<file path="src/rtl/gpio_port16_pkg.sv">
package gpio_port16_pkg;
    localparam int PINS      = 16;
    localparam int BUS_W     = 32;
    localparam int ADDR_W    = 8;
    localparam int SLOT_W    = 4;
    localparam int NUM_CTRL  = 8;

    typedef enum logic [3:0] {
        SLOT_ANA  = 4'd0,
        SLOT_DIR  = 4'd1,
        SLOT_PIN  = 4'd2,
        SLOT_LAT  = 4'd3,
        SLOT_ODR  = 4'd4,
        SLOT_PUP  = 4'd5,
        SLOT_PDN  = 4'd6,
        SLOT_CHG  = 4'd7
    } slot_e;

    typedef enum logic [1:0] {
        OP_LOAD = 2'd0,
        OP_CLR  = 2'd1,
        OP_SET  = 2'd2,
        OP_INV  = 2'd3
    } alias_e;
endpackage

</file>
<file path="src/rtl/gpio_bit_reg.sv">
// Per-register storage with direct, clear, set and invert update.
// Assumes at most one update request per cycle; RST_VAL is the reset pattern.
module gpio_bit_reg #(
    parameter int           W       = 16,
    parameter logic [W-1:0] RST_VAL = '0
) (
    input  logic                        clk,
    input  logic                        rst_n,
    input  logic                        upd,
    input  gpio_port16_pkg::alias_e     op,
    input  logic [W-1:0]                data,
    output logic [W-1:0]                q
);
    import gpio_port16_pkg::*;

    logic [W-1:0] nxt;

    // Compute the updated value for the requested alias
    always_comb begin
        unique case (op)
            OP_LOAD: nxt = data;
            OP_CLR:  nxt = q & ~data;
            OP_SET:  nxt = q | data;
            default: nxt = q ^ data;
        endcase
    end

    // Hold or load the register
    always_ff @(posedge clk) begin
        if (!rst_n)   q <= RST_VAL;
        else if (upd) q <= nxt;
    end
endmodule

</file>
<file path="src/rtl/gpio_in_sync.sv">
// Two-flop synchronizer for asynchronous pad inputs.
// Assumes each pad bit is independent; no bus coherence is implied.
module gpio_in_sync #(
    parameter int W = 16
) (
    input  logic         clk,
    input  logic         rst_n,
    input  logic [W-1:0] din,
    output logic [W-1:0] dout
);
    logic [W-1:0] meta;

    // Shift pad levels through two stages
    always_ff @(posedge clk) begin
        if (!rst_n) begin
            meta <= '0;
            dout <= '0;
        end else begin
            meta <= din;
            dout <= meta;
        end
    end
endmodule

</file>
<file path="src/rtl/gpio_pad_ctrl.sv">
// Combinational mapping from control registers to pad controls.
// Assumes registers are already synchronous; pull-up has priority over pull-down.
module gpio_pad_ctrl #(
    parameter int W = 16
) (
    input  logic [W-1:0] ana,
    input  logic [W-1:0] dir,
    input  logic [W-1:0] lat,
    input  logic [W-1:0] odr,
    input  logic [W-1:0] pup,
    input  logic [W-1:0] pdn,
    output logic [W-1:0] oe,
    output logic [W-1:0] dout,
    output logic [W-1:0] od,
    output logic [W-1:0] pu,
    output logic [W-1:0] pd
);
    // Derive per-pin pad controls
    always_comb begin
        for (int i = 0; i < W; i++) begin
            if (odr[i]) begin
                dout[i] = 1'b0;
                oe[i]   = ~dir[i] & ~ana[i] & ~lat[i];
            end else begin
                dout[i] = lat[i];
                oe[i]   = ~dir[i] & ~ana[i];
            end
        end
        od = odr;
        pu = pup;
        pd = pdn & ~pup;
    end
endmodule

</file>
<file path="src/rtl/gpio_port16.sv">
// Register-mapped control for one 16-pin GPIO port with clear/set/invert aliases.
// Assumes a single-cycle strobe bus; reads return data one cycle after bus_rd.
module gpio_port16
    import gpio_port16_pkg::*;
(
    input  logic                 clk,
    input  logic                 rst_n,
    input  logic [ADDR_W-1:0]    bus_addr,
    input  logic                 bus_wr,
    input  logic [BUS_W-1:0]     bus_wdata,
    input  logic                 bus_rd,
    output logic [BUS_W-1:0]     bus_rdata,
    input  logic [PINS-1:0]      pad_in,
    output logic [PINS-1:0]      pad_oe,
    output logic [PINS-1:0]      pad_out,
    output logic [PINS-1:0]      pad_od,
    output logic [PINS-1:0]      pad_pu,
    output logic [PINS-1:0]      pad_pd,
    output logic [PINS-1:0]      pad_analog
);
    localparam logic [PINS-1:0] ONES = '1;

    logic [SLOT_W-1:0]  slot;
    alias_e             op;
    logic [PINS-1:0]    regs [NUM_CTRL];
    logic [PINS-1:0]    pin_sync;
    logic [PINS-1:0]    rd_val;

    assign slot = bus_addr[7:4];
    assign op   = alias_e'(bus_addr[3:2]);

    // One storage register per control slot; slot 2 has none (aliases latch)
    for (genvar s = 0; s < NUM_CTRL; s++) begin : g_reg
        if (s == int'(SLOT_PIN)) begin : g_none
            assign regs[s] = '0;
        end else begin : g_store
            localparam logic [PINS-1:0] RV =
                (s == int'(SLOT_ANA) || s == int'(SLOT_DIR)) ? ONES : '0;
            logic hit;
            // Latch slot also accepts writes aimed at the input slot
            assign hit = bus_wr && ((slot == SLOT_W'(s)) ||
                         (s == int'(SLOT_LAT) && slot == SLOT_PIN));
            gpio_bit_reg #(.W(PINS), .RST_VAL(RV)) u_reg (
                .clk  (clk),
                .rst_n(rst_n),
                .upd  (hit),
                .op   (op),
                .data (bus_wdata[PINS-1:0]),
                .q    (regs[s])
            );
        end
    end

    gpio_in_sync #(.W(PINS)) u_sync (
        .clk  (clk),
        .rst_n(rst_n),
        .din  (pad_in),
        .dout (pin_sync)
    );

    gpio_pad_ctrl #(.W(PINS)) u_pad (
        .ana (regs[SLOT_ANA]),
        .dir (regs[SLOT_DIR]),
        .lat (regs[SLOT_LAT]),
        .odr (regs[SLOT_ODR]),
        .pup (regs[SLOT_PUP]),
        .pdn (regs[SLOT_PDN]),
        .oe  (pad_oe),
        .dout(pad_out),
        .od  (pad_od),
        .pu  (pad_pu),
        .pd  (pad_pd)
    );

    assign pad_analog = regs[SLOT_ANA];

    // Select the read value by slot
    always_comb begin
        if (slot == SLOT_PIN)               rd_val = pin_sync & ~regs[SLOT_ANA];
        else if (slot < SLOT_W'(NUM_CTRL))  rd_val = regs[slot[2:0]];
        else                                rd_val = '0;
    end

    // Register read data on a read strobe
    always_ff @(posedge clk) begin
        if (!rst_n)      bus_rdata <= '0;
        else if (bus_rd) bus_rdata <= {{(BUS_W-PINS){1'b0}}, rd_val};
    end
endmodule

</file>
<file path="config.mk">
export PLATFORM = sky130hd
export DESIGN_NAME = gpio_port16
export DESIGN_NICKNAME = d
export VERILOG_FILES = /design/src/rtl/gpio_port16_pkg.sv /design/src/rtl/gpio_bit_reg.sv /design/src/rtl/gpio_in_sync.sv /design/src/rtl/gpio_pad_ctrl.sv /design/src/rtl/gpio_port16.sv
export SDC_FILE = /design/constraint.sdc
export NUM_CORES = 1
export LEC_CHECK = 0
export ABC_AREA = 1
export BUFFER_PORTS_ARGS = -buffer_cell sky130_fd_sc_hd__buf_2
export CORE_MARGIN = 3
export CORE_UTILIZATION = 50
export DETAILED_ROUTE_END_ITERATION = 6
export PLACE_DENSITY = 0.71
export SLEW_MARGIN = 40
export SYNTH_ARGS = -nofsm -noshare
export SYNTH_HDL_FRONTEND = slang
export SYNTH_SLANG_ARGS = --single-unit
</file>
<file path="constraint.sdc">
create_clock -name clk -period 3.4 [get_ports clk]
set_input_delay 0.51 -clock clk [delete_from_list [all_inputs] [get_ports clk]]
set_output_delay 0.51 -clock clk [all_outputs]
set_load 0.01 [all_outputs]
</file>
# Word level (Yosys, flattened, before mapping)
# Index checks and enable logic that the tools add are counted.
# Widths: inputs -> output; s select.
totals:
  reg_bits: 160
  word_cells: 182
  inputBits: 60
  out_inout_bits: 128
classes:
  eq_ne: 9
  n_bitwise: 107
  n_mux: 44
  magnitude_cmp: 2
  n_reduce_logical: 10
ops:
  columns: ["operator", "n"]
  rows:
  - ["$pmux 16 s3", 7]
  - ["$and 16x16->16", 9]
  - ["$or 16x16->16", 7]
  - ["$xor 16x16->16", 7]
  - ["$mux 16", 4]
  - ["$bmux 16 s3", 1]
  - ["$not 1->1", 48]
  - ["$not 16->16", 3]
  - ["$and 1x1->1", 32]
  - ["$mux 1", 32]
  - ["$eq 4x3->1 const B", 4]
  - ["$eq 4x2->1 const B", 2]
  - ["$logic_and 1x1->1", 7]
  - ["$eq 4x1->1 const B", 1]
  - ["$ge 4x4->1 const B", 1]
  - ["$logic_not 4->1", 1]
  - ["$lt 4x4->1 const B", 1]
  - ["$not 3->4", 1]
  - ["$eq 2x1->1 const B", 1]
  - ["$eq 2x2->1 const B", 1]
  - ["$logic_not 2->1", 1]
  - ["$logic_or 1x1->1", 1]

# Longest topological paths before layout
depth:
  word_depth: 6
  mapped_depth: 11
  mapped_depth_nobuf: 9

# Modules after synthesis
# A second synthesis with hierarchy kept.
unflattened:
  hier_cells: 2489
  hier_area_um2: 15603.7
modules_own_cells:
  columns: ["module", "cells_per_inst", "area_each_um2", "instances"]
  rows:
  - ["gpio_bit_reg (g_reg[3].g_store.u_reg ...)", 248, 1685.4, 5]
  - ["gpio_bit_reg (g_reg[0].g_store.u_reg ...)", 255, 1600.3, 2]
  - ["gpio_port16", 480, 2341.0, 1]
  - ["gpio_in_sync", 99, 914.6, 1]
  - ["gpio_pad_ctrl", 160, 720.7, 1]

# Worst setup path before layout
# No wires, ideal clock.
synth_path:
  kind: "input to register"
  from: "in bus_wdata[10]"
  to: "reg g_reg[6].g_store.u_reg.q[10]"
  n_path_buf: 0
  arrival_ns: 1.448
  t_required_ns: 3.281
  path_stages: 5
  path_slack_ns: 1.833
  setup_ns: 0.119
  path_cell_list: "inv_1 ha_1 or2_2 nand2_1 a21oi_1"
synth_between:
  elab_chain_cells: 3
synth_lines:
  columns: ["element", "line", "source"]
  rows:
  - ["start: declaration", "gpio_port16.sv:10", "input logic [BUS_W-1:0] bus_wdata,"]
  - ["$not 16->16", "gpio_bit_reg.sv:22", "OP_CLR: nxt = q & ~data;"]
  - ["$and 16x16->16", "gpio_bit_reg.sv:22", null]
  - ["$pmux 16 s3 (*)", "gpio_bit_reg.sv:20", "unique case (op)"]
  - ["end signal: assignment", "gpio_bit_reg.sv:31", "else if (upd) q <= nxt;"]
  - ["end: declaration", "gpio_bit_reg.sv:12", "output logic [W-1:0] q"]
# Mark *: on every way between the ends. The rest lies on a longest branch, timed or not.
# A chain may end at the register's enable or synchronous reset.

# Worst setup path in the final report
layout_path:
  from: "reg g_reg[4].g_store.u_reg.q[11]"
  to: "out pad_oe[11]"
layout_between:
  elab_chain_cells: 1
layout_lines:
  columns: ["element", "line", "source"]
  rows:
  - ["start: declaration", "gpio_bit_reg.sv:12", null]
  - ["start signal: assignment", "gpio_bit_reg.sv:31", null]
  - ["$mux 1", "gpio_pad_ctrl.sv:21", "if (odr[i]) begin"]
  - ["end: declaration", "gpio_port16.sv:14", "output logic [PINS-1:0] pad_oe,"]
# Every way passes these cells.

==> impl_metrics.csv <==
group,metric,value,unit
power_and_ir_drop,switching_share,32.13,%
die,dieHeight,168.5,um
sta,setup_viol,0,
critical_path,crit_type,"flop to output port",
final_layout,drive_above_1_share,12.03,%
final_layout,final_area,14560,um2
global_routing,track_usage,28.46,%
clock_network,cts-hold-fix-buffers,0,
clock_network,clkSlewWorstSetupHoldPaths,70,ps
run,maxCapViolations,0,
final_layout,final_util,56.99,%
final_layout,layout_commonest_cell,"nand2_1",
global_routing,grt_max_degree,60,
logic_synthesis,yosys-top-cells-area,"dfxtp_1 24%, ha_1 21%, nand2_1 14%, inv_1 7.5%, nor2_1 7.2%",
power_and_ir_drop,p_comb_share,17.7,%
detailed_routing,vias,13350,
clock_network,cts.sinks,160,
logic_synthesis,synthCells,1995,
logic_synthesis,synth_area,13210,um2
final_layout,layout_common_cells,"508 x nand2_1, 265 x inv_1, 253 x nor2_1",
global_routing,antenna_found_initial,0,
sta,period_needed,2119,ps
sta,worst_slew_pin_slew,859.4,ps
global_routing,grt_overflow_total,0,
die,num_rows,58,
detailed_routing,initialDrtViolationCount,1186,
placement,gp_congestion,0.9228,
detailed_routing,drt_pass1_iterations,7,
die,die_x,168.5,um
power_and_ir_drop,ir_worst_vdd,313.7,uV
critical_path,reg2reg_slack,2020,ps
clock_network,cts_setup_buffers,0,
final_layout,fin_nets,2375,
final_layout,diodes,0,
global_routing,grt_pass1_vias,12320,
die,die-area,28400,um2
sta,fin_crit_sh,62.33,%
clock_network,root_buffer,"clkbuf_16",
outcome,violations,"DRC",
logic_synthesis,synth.distinct_cells,28,
power_and_ir_drop,clkPwrFrac,40.7,%
outcome,outcome,"complete, but fails checks",
die,io_pins,188,
critical_path,r2r_end,"g_reg[4].g_store.u_reg.q[12]$_SDFFE_PN0P_",
hold_path,holdPathEnd,"u_sync.meta[1]$_SDFF_PN0_",
clock_network,cts_tree,"yes",
clock_network,cts_resized,0,
logic_synthesis,synth_top_area_share,24.25,%
detailed_routing,post_drt_wl_per_cell,17.11,um
clock_network,cts-buffers-inserted,17,
logic_synthesis,ys_seq_area_share,24.25,%
critical_path,arrival,1610,ps
detailed_routing,drc,1,
clock_network,clock_path_buffers,2,
critical_path,rr_worst_depth,5,
placement,hpwl,28.18,mm
power_and_ir_drop,p_leak,7.979,nW
sta,skew,12.44,ps
critical_path,cpMostUsedCell,"inv_1",
critical_path,end_kind,"output port",
placement,port_buffers,153,
logic_synthesis,yosysTopAreaCell,"dfxtp_1",
critical_path,required,2890,ps
power_and_ir_drop,p_int,3.240,mW
sta,hold_violations,0,
die,core,25540,um2
sta,rsz0062_at_grt,"false",
power_and_ir_drop,power.density,327.9,nW/um2
placement,placed_cells,2402,
sta,drv_slew,0,
logic_synthesis,yosysWarnings,0,
sta,clock.fmax,471.8,MHz
final_layout,synthToLayoutAreaGrowth,10.23,%
critical_path,path_cells,"inv_1, o211ai_1, inv_1, buf_2",
clock_network,htree_levels,4,
placement,dpl_cell_area,13990,um2
power_and_ir_drop,power_switching,1.534,mW
detailed_routing,vias_per_cell,5.486,
sta,tns,0,ps
hold_path,min_from,"pad_in[1]",
die,initial_core_util,51.70,%
global_routing,grt_pass1_wl,64.78,mm
power_and_ir_drop,pwr-share-seq,41.6,%
final_layout,final_cells,2433,
clock_network,clk_latency,440,ps
detailed_routing,routed_wl,41.62,mm
critical_path,cp_slowest_cell,"dfxtp_1",
critical_path,worst_path_largest_cell_delay,510,ps
critical_path,startpoint_type,"flop",
logic_synthesis,syn_area_per_cell,6.620,um2
sta,slew_headroom,42.63,%
power_and_ir_drop,finalPower,4.773,mW
hold_path,whs_path_depth,3,
detailed_routing,postRouteAntennaNets,0,
hold_path,hold_class,"primary input to flop",
logic_synthesis,ys_seq_elements,160,
critical_path,path_max_fanout,6,
critical_path,r2r-start,"g_reg[4].g_store.u_reg.q[12]$_SDFFE_PN0P_",
==> cell families after synthesis <==
family | synth area share, %
other | 0.02839
AND/OR/NAND/NOR | 29.61
adder cells (fa/ha/maj) | 21.22
flip-flops | 24.25
buffers and inverters | 12.76
AO/OA/AOI/OAI | 12.13
==> power groups by stage <==
stage,Clock [mW],Combinational (mW),Sequential (mW)
after floorplan,0,0.580,2.03
after global placement,0,0.802,2.03
after detailed placement,0,0.828,2.03
after CTS,1.95,0.835,1.99
after global routing,2.01,0.949,1.99
final,1.94,0.845,1.99
==> how the worst max path moves through the flow <==
stage | to | from | slack [ps] | cells after the start
after floorplan | g_reg[6].g_store.u_reg.q[10]$_SDFFE_PN0P_ | bus_wdata[10] | 1830 | 5
after global placement | g_reg[5].g_store.u_reg.q[10]$_SDFFE_PN0P_ | bus_addr[4] | 970 | 8
after detailed placement | g_reg[5].g_store.u_reg.q[4]$_SDFFE_PN0P_ | bus_addr[4] | 930 | 8
after CTS | pad_oe[11] | g_reg[4].g_store.u_reg.q[11]$_SDFFE_PN0P_ | 1310 | 4
after global routing | g_reg[5].g_store.u_reg.q[4]$_SDFFE_PN0P_ | bus_addr[4] | 1240 | 8
final | pad_oe[11] | g_reg[4].g_store.u_reg.q[11]$_SDFFE_PN0P_ | 1280 | 4
==> final cells by class <==
cell class | count | area (um2)
Clock buffer | 18 | 439.2
Multi-Input combinational cell | 1460 | 8381
Timing Repair Buffer | 175 | 958.4
Clock inverter | 13 | 125.1
Sequential cell | 160 | 3203
Fill cell | 2558 | 10990
Tap cell | 330 | 412.9
Inverter | 277 | 1040
==> metal layers <==
layer / track usage (%) / up-vias / wire length, um
li1: - / 6443 / -
met1: 35.40 / 6210 / 16780
met2: 48.85 / 582 / 19570
met3: 3.410 / 112 / 3233
met4: 14.02 / 0 / 2031
met5: 0 / - / 0
==> cell usage after synthesis, drive strengths merged <==
master and number:
a21oi 63, buf 78, clkbuf 35, conb 1, dfxtp 160, ha 224, inv 277, nand2 511
nand3 83, nand4 50, nor2 263, o211a 3, o211ai 28, o21ai 179, o21bai 20, or2 20
==> per-stage QoR <==
stage | worst slack [ps] | hold slack (ps)
finish | 1281 | 257.3
global route | 1243 | 255.0
CTS | 1307 | 247.4
detailed placement | 928.4 | 399.7
global placement | 966.8 | 396.2
floorplan | 1833 | 390.5
==> critical path: cells and delay by family, from the launching register on <==
family                 cells  cell delay (ps)
buffers and inverters      3              340
AO/OA/AOI/OAI              1              330
flip-flops                 1              510
==> state kept, by name, indices dropped and copies added (netlist names) <==
| signal | count |
|---|---|
| g.g_store.u_reg.q | 112 |
| u_sync.meta | 16 |
| bus_rdata | 16 |
| u_sync.dout | 16 |
Note: power is estimated with default switching activity, not from simulation.
